==> src/rtl/flash_cmd_pkg.sv <==
package flash_cmd_pkg;

    localparam int CMD_W = 8;
    typedef logic [CMD_W-1:0] cmd_t;

    localparam cmd_t CMD_READ_ARRAY  = 8'hFF;
    localparam cmd_t CMD_READ_STATUS = 8'h70;
    localparam cmd_t CMD_CLEAR_STAT  = 8'h50;
    localparam cmd_t CMD_PROG_A      = 8'h40;
    localparam cmd_t CMD_PROG_B      = 8'h10;
    localparam cmd_t CMD_ERASE_ARM   = 8'h20;
    localparam cmd_t CMD_CONFIRM     = 8'hD0;
    localparam cmd_t CMD_SUSPEND     = 8'hB0;

    localparam int STAT_W     = 8;
    localparam int BIT_READY  = 7;
    localparam int BIT_SUSP   = 6;
    localparam int BIT_EERR   = 5;
    localparam int BIT_PERR   = 4;

    typedef enum logic [2:0] {
        ST_IDLE, ST_PGM_ARM, ST_ERS_ARM, ST_PGM_RUN,
        ST_ERS_RUN, ST_SUSP_WAIT, ST_SUSPENDED
    } ctl_state_e;

    typedef enum logic [1:0] {ENG_IDLE, ENG_RUN, ENG_SUSP} eng_state_e;

    typedef struct packed {
        logic set_both_err;
        logic clr_err;
        logic set_susp;
        logic clr_susp;
    } stat_ev_t;

    typedef struct packed {
        logic addr_le;
        logic data_le;
        logic start;
        logic resume;
    } strobe_t;

    function automatic logic is_prog_arm(input cmd_t c);
        return (c == CMD_PROG_A) || (c == CMD_PROG_B);
    endfunction

    function automatic logic state_busy(input ctl_state_e s);
        return (s == ST_PGM_RUN) || (s == ST_ERS_RUN) || (s == ST_SUSP_WAIT);
    endfunction

endpackage

==> src/rtl/flash_busy_engine.sv <==
module flash_busy_engine
    import flash_cmd_pkg::*;
#(
    parameter int CNT_W = 16
) (
    input  logic             clk,
    input  logic             rst,
    input  logic             start,
    input  logic             is_erase,
    input  logic [CNT_W-1:0] prog_len,
    input  logic [CNT_W-1:0] erase_len,
    input  logic             susp_req,
    input  logic             resume,
    output logic             done,
    output logic             susp_ack
);
    localparam logic [CNT_W-1:0] ONE = CNT_W'(1);

    eng_state_e       st;
    logic [CNT_W-1:0] cnt;
    logic [CNT_W-1:0] len_sel;

    always_comb begin
        len_sel = is_erase ? erase_len : prog_len;
        if (len_sel == '0) len_sel = ONE;
    end

    always_ff @(posedge clk) begin
        if (rst) begin
            st   <= ENG_IDLE;
            cnt  <= '0;
            done <= 1'b0;
        end else begin
            done <= 1'b0;
            case (st)
                ENG_IDLE: if (start) begin
                    cnt <= len_sel;
                    st  <= ENG_RUN;
                end
                ENG_RUN: begin
                    if (cnt <= ONE) begin
                        done <= 1'b1;
                        st   <= ENG_IDLE;
                    end else if (susp_req) begin
                        st <= ENG_SUSP;
                    end else begin
                        cnt <= cnt - ONE;
                    end
                end
                ENG_SUSP: if (resume) st <= ENG_RUN;
                default: st <= ENG_IDLE;
            endcase
        end
    end

    assign susp_ack = (st == ENG_SUSP);

endmodule

==> src/rtl/flash_cmd_decoder.sv <==
module flash_cmd_decoder
    import flash_cmd_pkg::*;
(
    input  logic     clk,
    input  logic     rst,
    input  logic     wr_en,
    input  cmd_t     wr_cmd,
    input  logic     eng_done,
    input  logic     eng_ack,
    output logic     rd_is_status,
    output strobe_t  strobe,
    output logic     eng_is_erase,
    output logic     eng_susp_req,
    output logic     ready,
    output stat_ev_t ev
);
    ctl_state_e st, st_n;
    logic       mode_n, erase_n, req_n;
    strobe_t    strobe_n;

    always_comb begin
        st_n     = st;
        mode_n   = rd_is_status;
        erase_n  = eng_is_erase;
        req_n    = eng_susp_req;
        strobe_n = '0;
        ev       = '0;
        case (st)
            ST_IDLE: if (wr_en) begin
                if (wr_cmd == CMD_READ_ARRAY)       mode_n = 1'b0;
                else if (wr_cmd == CMD_READ_STATUS) mode_n = 1'b1;
                else if (wr_cmd == CMD_CLEAR_STAT)  ev.clr_err = 1'b1;
                else if (wr_cmd == CMD_ERASE_ARM)   st_n = ST_ERS_ARM;
                else if (is_prog_arm(wr_cmd))       st_n = ST_PGM_ARM;
            end
            ST_PGM_ARM: if (wr_en) begin
                strobe_n.addr_le = 1'b1;
                strobe_n.data_le = 1'b1;
                strobe_n.start   = 1'b1;
                erase_n          = 1'b0;
                mode_n           = 1'b1;
                st_n             = ST_PGM_RUN;
            end
            ST_ERS_ARM: if (wr_en) begin
                mode_n = 1'b1;
                if (wr_cmd == CMD_CONFIRM) begin
                    strobe_n.addr_le = 1'b1;
                    strobe_n.start   = 1'b1;
                    erase_n          = 1'b1;
                    st_n             = ST_ERS_RUN;
                end else begin
                    ev.set_both_err = 1'b1;
                    st_n            = ST_IDLE;
                end
            end
            ST_PGM_RUN: if (eng_done) st_n = ST_IDLE;
            ST_ERS_RUN: begin
                if (eng_done) begin
                    st_n = ST_IDLE;
                end else if (wr_en && wr_cmd == CMD_SUSPEND) begin
                    req_n = 1'b1;
                    st_n  = ST_SUSP_WAIT;
                end else if (wr_en && wr_cmd == CMD_READ_STATUS) begin
                    mode_n = 1'b1;
                end
            end
            ST_SUSP_WAIT: begin
                if (eng_done) begin
                    req_n = 1'b0;
                    st_n  = ST_IDLE;
                end else if (wr_en && wr_cmd == CMD_CONFIRM) begin
                    req_n           = 1'b0;
                    strobe_n.resume = 1'b1;
                    st_n            = ST_ERS_RUN;
                end else if (eng_ack) begin
                    req_n       = 1'b0;
                    ev.set_susp = 1'b1;
                    st_n        = ST_SUSPENDED;
                end else if (wr_en && wr_cmd == CMD_READ_STATUS) begin
                    mode_n = 1'b1;
                end
            end
            ST_SUSPENDED: if (wr_en) begin
                if (wr_cmd == CMD_READ_ARRAY)       mode_n = 1'b0;
                else if (wr_cmd == CMD_READ_STATUS) mode_n = 1'b1;
                else if (wr_cmd == CMD_CONFIRM) begin
                    strobe_n.resume = 1'b1;
                    ev.clr_susp     = 1'b1;
                    mode_n          = 1'b1;
                    st_n            = ST_ERS_RUN;
                end
            end
            default: st_n = ST_IDLE;
        endcase
    end

    always_ff @(posedge clk) begin
        if (rst) begin
            st           <= ST_IDLE;
            rd_is_status <= 1'b0;
            strobe       <= '0;
            eng_is_erase <= 1'b0;
            eng_susp_req <= 1'b0;
        end else begin
            st           <= st_n;
            rd_is_status <= mode_n;
            strobe       <= strobe_n;
            eng_is_erase <= erase_n;
            eng_susp_req <= req_n;
        end
    end

    assign ready = !state_busy(st);

endmodule

==> src/rtl/flash_status_reg.sv <==
module flash_status_reg
    import flash_cmd_pkg::*;
(
    input  logic              clk,
    input  logic              rst,
    input  stat_ev_t          ev,
    input  logic              ready,
    output logic [STAT_W-1:0] status
);
    logic perr, eerr, susp;

    always_ff @(posedge clk) begin
        if (rst) begin
            perr <= 1'b0;
            eerr <= 1'b0;
            susp <= 1'b0;
        end else begin
            if (ev.set_both_err) begin
                perr <= 1'b1;
                eerr <= 1'b1;
            end else if (ev.clr_err) begin
                perr <= 1'b0;
                eerr <= 1'b0;
            end
            if (ev.set_susp)      susp <= 1'b1;
            else if (ev.clr_susp) susp <= 1'b0;
        end
    end

    always_comb begin
        status            = '0;
        status[BIT_READY] = ready;
        status[BIT_SUSP]  = susp;
        status[BIT_EERR]  = eerr;
        status[BIT_PERR]  = perr;
    end

endmodule

==> src/rtl/flash_cmd_ctrl.sv <==
module flash_cmd_ctrl
    import flash_cmd_pkg::*;
#(
    parameter int CNT_W = 16
) (
    input  logic             clk,
    input  logic             rst,
    input  logic             wr_en,
    input  logic [7:0]       wr_cmd,
    input  logic [CNT_W-1:0] prog_len,
    input  logic [CNT_W-1:0] erase_len,
    output logic             rd_is_status,
    output logic             addr_le,
    output logic             data_le,
    output logic             eng_start,
    output logic             eng_is_erase,
    output logic             eng_susp_req,
    output logic             eng_resume,
    output logic             eng_susp_ack,
    output logic [7:0]       status
);
    strobe_t  strobe;
    stat_ev_t ev;
    logic     ready, eng_done;

    flash_cmd_decoder u_dec (
        .clk          (clk),
        .rst          (rst),
        .wr_en        (wr_en),
        .wr_cmd       (wr_cmd),
        .eng_done     (eng_done),
        .eng_ack      (eng_susp_ack),
        .rd_is_status (rd_is_status),
        .strobe       (strobe),
        .eng_is_erase (eng_is_erase),
        .eng_susp_req (eng_susp_req),
        .ready        (ready),
        .ev           (ev)
    );

    flash_busy_engine #(.CNT_W(CNT_W)) u_eng (
        .clk       (clk),
        .rst       (rst),
        .start     (strobe.start),
        .is_erase  (eng_is_erase),
        .prog_len  (prog_len),
        .erase_len (erase_len),
        .susp_req  (eng_susp_req),
        .resume    (strobe.resume),
        .done      (eng_done),
        .susp_ack  (eng_susp_ack)
    );

    flash_status_reg u_stat (
        .clk    (clk),
        .rst    (rst),
        .ev     (ev),
        .ready  (ready),
        .status (status)
    );

    assign addr_le    = strobe.addr_le;
    assign data_le    = strobe.data_le;
    assign eng_start  = strobe.start;
    assign eng_resume = strobe.resume;

endmodule

==> config.mk <==
export PLATFORM = sky130hd
export DESIGN_NAME = flash_cmd_ctrl
export DESIGN_NICKNAME = d
export VERILOG_FILES = /design/src/rtl/flash_cmd_pkg.sv /design/src/rtl/flash_busy_engine.sv /design/src/rtl/flash_cmd_decoder.sv /design/src/rtl/flash_status_reg.sv /design/src/rtl/flash_cmd_ctrl.sv
export SDC_FILE = /design/constraint.sdc
export NUM_CORES = 1
export LEC_CHECK = 0
export CORE_MARGIN = 5
export CORE_UTILIZATION = 50
export CTS_BUF_LIST = sky130_fd_sc_hd__clkbuf_8
export CTS_CLUSTER_DIAMETER = 200
export DETAILED_ROUTE_END_ITERATION = 16
export GPL_ROUTABILITY_DRIVEN = 0
export PLACE_DENSITY = 0.81
export SLEW_MARGIN = 40
export SYNTH_ARGS = -nofsm -noshare
export SYNTH_HDL_FRONTEND = slang
export SYNTH_SLANG_ARGS = --single-unit
export TNS_END_PERCENT = 50
==> constraint.sdc <==
create_clock -name clk -period 5.3 [get_ports clk]
set_input_delay 0.53 -clock clk [delete_from_list [all_inputs] [get_ports clk]]
set_output_delay 0.53 -clock clk [all_outputs]
set_load 0.01 [all_outputs]
==> results.ini, run 1 <==
[route]
ant_nets=0
drt_iter0_markers=262
post_drt_via_cell_ratio=6.33
drcViolationCount=0
vias=2543
wl_microns=6950
post_drt_wl_per_cell_microns=17.3
first_pass_iters=5

[worst_setup_path]
timing_worst_setup_path_type=register to output port
slowest_stage=dfxtp_1
max_stage_delay_ns=0.61
regToRegSetupSlack_ns=2.98
crit_required_ns=4.77
cp-end-kind=output port
crit_start=u_dec.st[2]
crit_family=buffers and inverters
reg2reg_to=u_eng.cnt[12]
cp_cell_sequence=inv_1, nor2_1, a21oi_1, clkdlybuf4s50_1
cp_max_fo=13
critPathLaunchType=register
r2r-start=u_eng.cnt[11]
reg2reg_depth=6
crit_buf_inv=2
cp_data_arrival_time_ns=1.92

[cts]
clk_pin_slew_worst_paths_ns=0.06
htreeDepth=2
holdBufCountCts=0
worstSkewPairLatency_ns=0.28
cts.path.max_buffers=2
postCtsSetupRepairBufs=0
root_buffer=clkbuf_8
cts_tree=built
cts.repair.resized=0
numCtsBuffers=5
clock-sinks=30

[power]
leakagePower_nw=1.00
peakVddDrop_v=0.000141
pwr_density_cell_nw_per_um2=219

[floorplan]
row_count=24
core_sq_um=4440
dieArea_sq_um=6120
die_x_microns=78.2
initial_core_util_pct=52.4
dieHeight_microns=78.2
io_pins=59

[timing]
relSlewSlack_pct=55.4
slew_violations=0
fmax_ghz=0.408
tns_ns=0
whs_ns=0.474
setup_viol=0
finClkSkew_ns=0.00451
final.setup.worst_slack_ns=2.85
finalCritPeriodShare_pct=46.2
tightest_slew_ns=0.666
hold_viol_final=0
fin_crit_ns=2.45
rsz0062_at_grt=false

[synth]
synth_top_area_share_pct=25.8
synthCells=310
synth_area_sq_um=2330
syn_area_per_cell_sq_um=7.51
ys_ff_latch=30
async_reset_ff_share_pct=0
yosys.area.top_type=dfxtp_1
synth-main-ff-cell=dfxtp_1
netlist_top_cells_area=dfxtp_1, a21oi_1, mux2i_1, nor2_1, nand2_1
synth_edf_count=0
synth.distinct_cells=61
yosys_warnings=0
synth_seq_area_share_pct=25.8

[placed_design]
port_buffers=54
placed_area_sq_um=2810
dpl_worst_slack_ns=2.66
hpwlAfterDp_microns=5030

[finish]
num_antenna_cells=0
final_net_count=394
layout_common_cells=clkdlybuf4s50_1, a21oi_1, dfxtp_1
post-route-util_pct=65.7
final_common_cell=clkdlybuf4s50_1
drive_gt1_share_pct=7.43
final_cell_area_sq_um=2920
syn_to_final_growth_pct=25.5

[global_route]
antenna_found_initial=0
grt_pass1_wl_microns=11100
grt_pass1_vias=2311
overflow=0
grt_max_degree=30
grt_usage_pct=22.0

[run]
max_cap_violations=0

[worst_hold_path]
hp-start=u_eng.cnt[13]
min_path_cells=2
whs_endpoint=u_eng.cnt[13]
min_path_type=register to register

[outcome]
outcome=completed

==> cells by family (layout without fill, tap and decap cells) <==
logic type | count (synthesis) | count (layout) | synth area share (%)
mux | 18 | 18 | 7.95
simple gates | 130 | 130 | 30.0
compound gates | 92 | 92 | 26.6
other cells | 1 | 4 | 0.161
flops | 30 | 30 | 25.8
fa+ha+maj | 2 | 2 | 1.07
xor+xnor | 1 | 1 | 0.376
buf+inv | 36 | 73 | 8.01
==> metal layers <==
metal	share of wire (%)	vias to the layer above	GRT usage (%)
li1	-	1222	-
met1	45	1159	31.5
met2	44	145	31.8
met3	9.6	17	5.03
met4	2.1	0	9.09
met5	0	-	0
==> cells in the mapped netlist, types with 3 or more instances <==
| cell | count |
|---|---|
| mux2_2 | 4 |
| inv_1 | 8 |
| o21ai_1 | 7 |
| o21ai_0 | 16 |
| a31oi_1 | 4 |
| nor4_1 | 7 |
| nand2_1 | 23 |
| buf_4 | 9 |
| and3_1 | 6 |
| nor3_1 | 16 |
| nand2b_1 | 5 |
| mux2i_1 | 14 |
| nand4_1 | 3 |
| dfxtp_1 | 30 |
| o32ai_1 | 3 |
| buf_1 | 3 |
| nor3b_1 | 3 |
| a21oi_1 | 29 |
| a211o_1 | 3 |
| nor2b_1 | 7 |
| a211oi_1 | 3 |
| o21a_1 | 3 |
| nand3_1 | 14 |
| o22ai_1 | 4 |
| clkbuf_1 | 11 |
| nor2_1 | 29 |
==> worst register-to-register path, stage by stage (launching register included) <==
cell and delay [ns]:
dfxtp_1 0.34, or3_1 0.47, nor3_2 0.29, a311oi_4 0.16
o21ai_4 0.58, nor3_1 0.14, a32o_1 0.23
==> worst max-delay path by stage <==
stage	slack (ns)	to	cells past startpoint
after floorplan	3.31	u_dec.st[1]	7
after global placement	2.74	u_dec.st[1]	7
after detailed placement	2.66	u_dec.st[1]	7
after CTS	2.88	status[7]	4
after global routing	2.74	status[7]	4
final	2.85	status[7]	4
==> final cells by class <==
type	count	area, sq um
clock inverter	3	41.3
fill	397	1520
tap	52	65.1
inverter	9	33.8
clock buffer	5	68.8
timing repair buffer	56	556
multi-input combinational	247	1560
sequential	30	602
==> power breakdown <==
group          total [mW]  switching, mW  internal (mW)
clock               0.227         0.0886          0.138
combinational       0.161         0.0835         0.0778
sequential          0.253         0.0187          0.234
==> stage by stage <==
stage | power [mW] | cells
floorplan | 0.351 | 313
global placement | 0.412 | 394
detailed placement | 0.415 | 394
CTS | 0.640 | 402
global route | 0.668 | 402
finish | 0.641 | 402
==> registers in the layout (all words and copies together) (netlist names) <==
signal,flops
u_dec.eng_susp_req,1
u_eng.st,2
u_dec.st,3
u_dec.strobe,3
u_dec.eng_is_erase,1
u_dec.rd_is_status,1
u_eng.done,1
u_stat.susp,1
u_stat.eerr,1
u_eng.cnt,16
(Power assumes the default switching activity.)
==> run 2, diff against run 1 <==
clock period = 2.4 ns   (was 5.3 ns; I/O delays follow)
==> run 2 against run 1 <==
Against the previous run: critical path depth is 3 higher; critical endpoint is now u_eng.cnt[0]; largest power group unchanged; clock power is 120% higher; first-iteration DRC count is 8.0% higher; via count is 0.63% higher; register-to-register slack worse by 2.9 ns; non-clock buffer count is 12 higher; flip-flop and latch count stayed put; combinational power is 140% higher; setup slack worse by 2.7 ns; final cell count is 3.0% higher; final area is 3.0% higher.
==> results.ini, run 2 (synthesis results as in run 1) <==
[cts]
holdBufCountCts=0  ; unchanged
cts.path.max_buffers=2  ; unchanged
clock-sinks=30  ; unchanged
root_buffer=clkbuf_8
cts_tree=built
clk_pin_slew_worst_paths_ns=0.06  ; about the same
cts.repair.resized=0  ; unchanged
htreeDepth=2  ; unchanged
worstSkewPairLatency_ns=0.29  ; about the same
postCtsSetupRepairBufs=0  ; unchanged
numCtsBuffers=5  ; unchanged

[power]
leakagePower_nw=1.06  ; +6.0%
p_int_mw=1.01  ; +120%
peakVddDrop_v=0.000339  ; +140%
pwr_density_cell_nw_per_um2=478  ; +120%
p_sw_mw=0.425  ; +120%
switching_share_pct=29.6  ; -0.21 points
power_frac_seq_pct=38.1  ; -1.4 points
power.total_mw=1.44  ; +120%
combPwrFrac_pct=27.2  ; +2.0 points
clockPowerShare_pct=34.7  ; -0.7 points

[finish]
syn_to_final_growth_pct=29.2
final_common_cell=clkdlybuf4s50_1
drive_gt1_share_pct=9.94  ; +2.5 points
largest_register_ffs=16  ; unchanged
final_net_count=406  ; +3.0%
layout_common_cells=clkdlybuf4s50_1, dfxtp_1, nor2_1, a21oi_1, nand2_1
top_register=u_eng.cnt
fillCellCount=389  ; -2.0%
num_antenna_cells=0  ; unchanged
reg.largest.list=u_eng.cnt: 16 flops, u_dec.st: 3 flops, u_dec.strobe: 3 flops

[floorplan]
row_count=24  ; unchanged
die_x_microns=78.2  ; unchanged
io_pins=59  ; unchanged
dieArea_sq_um=6120  ; unchanged
initial_core_util_pct=52.4  ; unchanged
core_sq_um=4440  ; unchanged
dieHeight_microns=78.2  ; unchanged

[worst_setup_path]
regToRegSetupSlack_ns=0.11  ; -2.87 ns
reg2reg_depth=7  ; +1
cp_data_arrival_time_ns=2.49  ; +0.57 ns
cp_max_fo=9  ; -4
timing_worst_setup_path_type=register to register
cp-end-kind=register
crit_buf_inv=1  ; -1
worst-path-stages=7  ; +3
slowest_stage=o21a_1
crit_family=compound AO/OA/AOI/OAI gates
cp_cell_sequence=inv_1, ha_1, o211a_1, a311oi_4, o21a_1, o221ai_1, a21oi_1
crit_required_ns=2.60  ; -2.17 ns
max_stage_delay_ns=0.42  ; -0.19 ns
critPathLaunchType=register

[route]
post_drt_via_cell_ratio=6.18  ; -2.3%
post_drt_wl_per_cell_microns=16.8  ; -2.7%
first_pass_iters=5  ; unchanged
ant_nets=0  ; unchanged
drcViolationCount=0  ; unchanged
wl_microns=6960  ; +0.16%
vias=2559  ; +0.63%
drt_iter0_markers=283  ; +8.0%

[global_route]
grt_max_degree=24  ; -20%
antenna_found_initial=0  ; unchanged
overflow=0  ; unchanged
grt_pass1_vias=2343  ; +1.4%
grt_pass1_wl_microns=11300  ; +2.5%
grt_usage_pct=22.6  ; +0.57 points

[placed_design]
port_buffers=54  ; unchanged
hpwlAfterDp_microns=5160  ; +2.7%

[outcome]
outcome=completed

[timing]
finalCritPeriodShare_pct=95.5
fmax_ghz=0.436
finClkSkew_ns=0.0105  ; +0.00597 ns
hold_viol_final=0  ; unchanged
tns_ns=0  ; unchanged
tightest_slew_ns=0.606  ; -0.0596 ns
rsz0062_at_grt=false
setup_viol=0  ; unchanged
relSlewSlack_pct=59.5  ; +4.0 points
slew_violations=0  ; unchanged
fin_crit_ns=2.29

[worst_hold_path]
min_path_type=register to register
min_path_cells=2  ; unchanged

[run]
max_cap_violations=0  ; unchanged

## run 2: cell count changes in the layout (fill, tap and decap cells not counted), sizes merged
| cell | before | now |
|---|---|---|
| buf | 2 | 14 |
## run 2: final timing paths
kind / from / end
max: u_eng.cnt[0] / u_eng.cnt[0]
min: u_eng.cnt[13] / u_eng.cnt[13]
max reg2reg: u_eng.cnt[0] / u_eng.cnt[0]
min reg2reg: u_eng.cnt[13] / u_eng.cnt[13]
## run 2: metal layers
metal	track usage, %	wire length [microns]
met3	5.61	697
met2	34.2	3000
met5	0	0
met4	6.47	110
met1	31.8	3150
## run 2: stage by stage
stage / utilization (%) / hold slack, ns / instance area, sq um / std cells / worst slack [ns]
6_report: 67.7 / 0.495 / 3010 / 414 / 0.108
5_1_grt: 67.7 / 0.517 / 3010 / 414 / 0.0200
2_1_floorplan: - / 0.409 / 2340 / 313 / 0.488
3_5_place_dp: 65.2 / 0.481 / 2900 / 406 / -0.00388
3_3_place_gp: 65.2 / 0.465 / 2900 / 406 / 0.152
4_1_cts: 67.7 / 0.497 / 3010 / 414 / 0.172
## run 2: final cells by class
cell class                 instances  area [sq um]  area share, %
tap                               52          65.1           2.16
multi-input combinational        247          1550           51.6
timing repair buffer              68           646           21.5
sequential                        30           601           20.0
inverter                           9          33.8           1.12
clock buffer                       5          68.8           2.29
clock inverter                     3          41.3           1.37
## run 2: worst reg2reg max path, stage by stage, from the launching register on
cell	delay [ns]
dfxtp_1	0.41
inv_1	0.11
ha_1	0.29
o211a_1	0.28
a311oi_4	0.28
o21a_1	0.42
o221ai_1	0.23
a21oi_1	0.20
## run 2: power by group through the flow
stage | Sequential (mW) | Combinational [mW] | Clock (mW)
detailed placement | 0.556 | 0.381 | 0
CTS | 0.545 | 0.385 | 0.510
finish | 0.547 | 0.391 | 0.499
global placement | 0.555 | 0.375 | 0
global route | 0.551 | 0.421 | 0.528
floorplan | 0.543 | 0.232 | 0
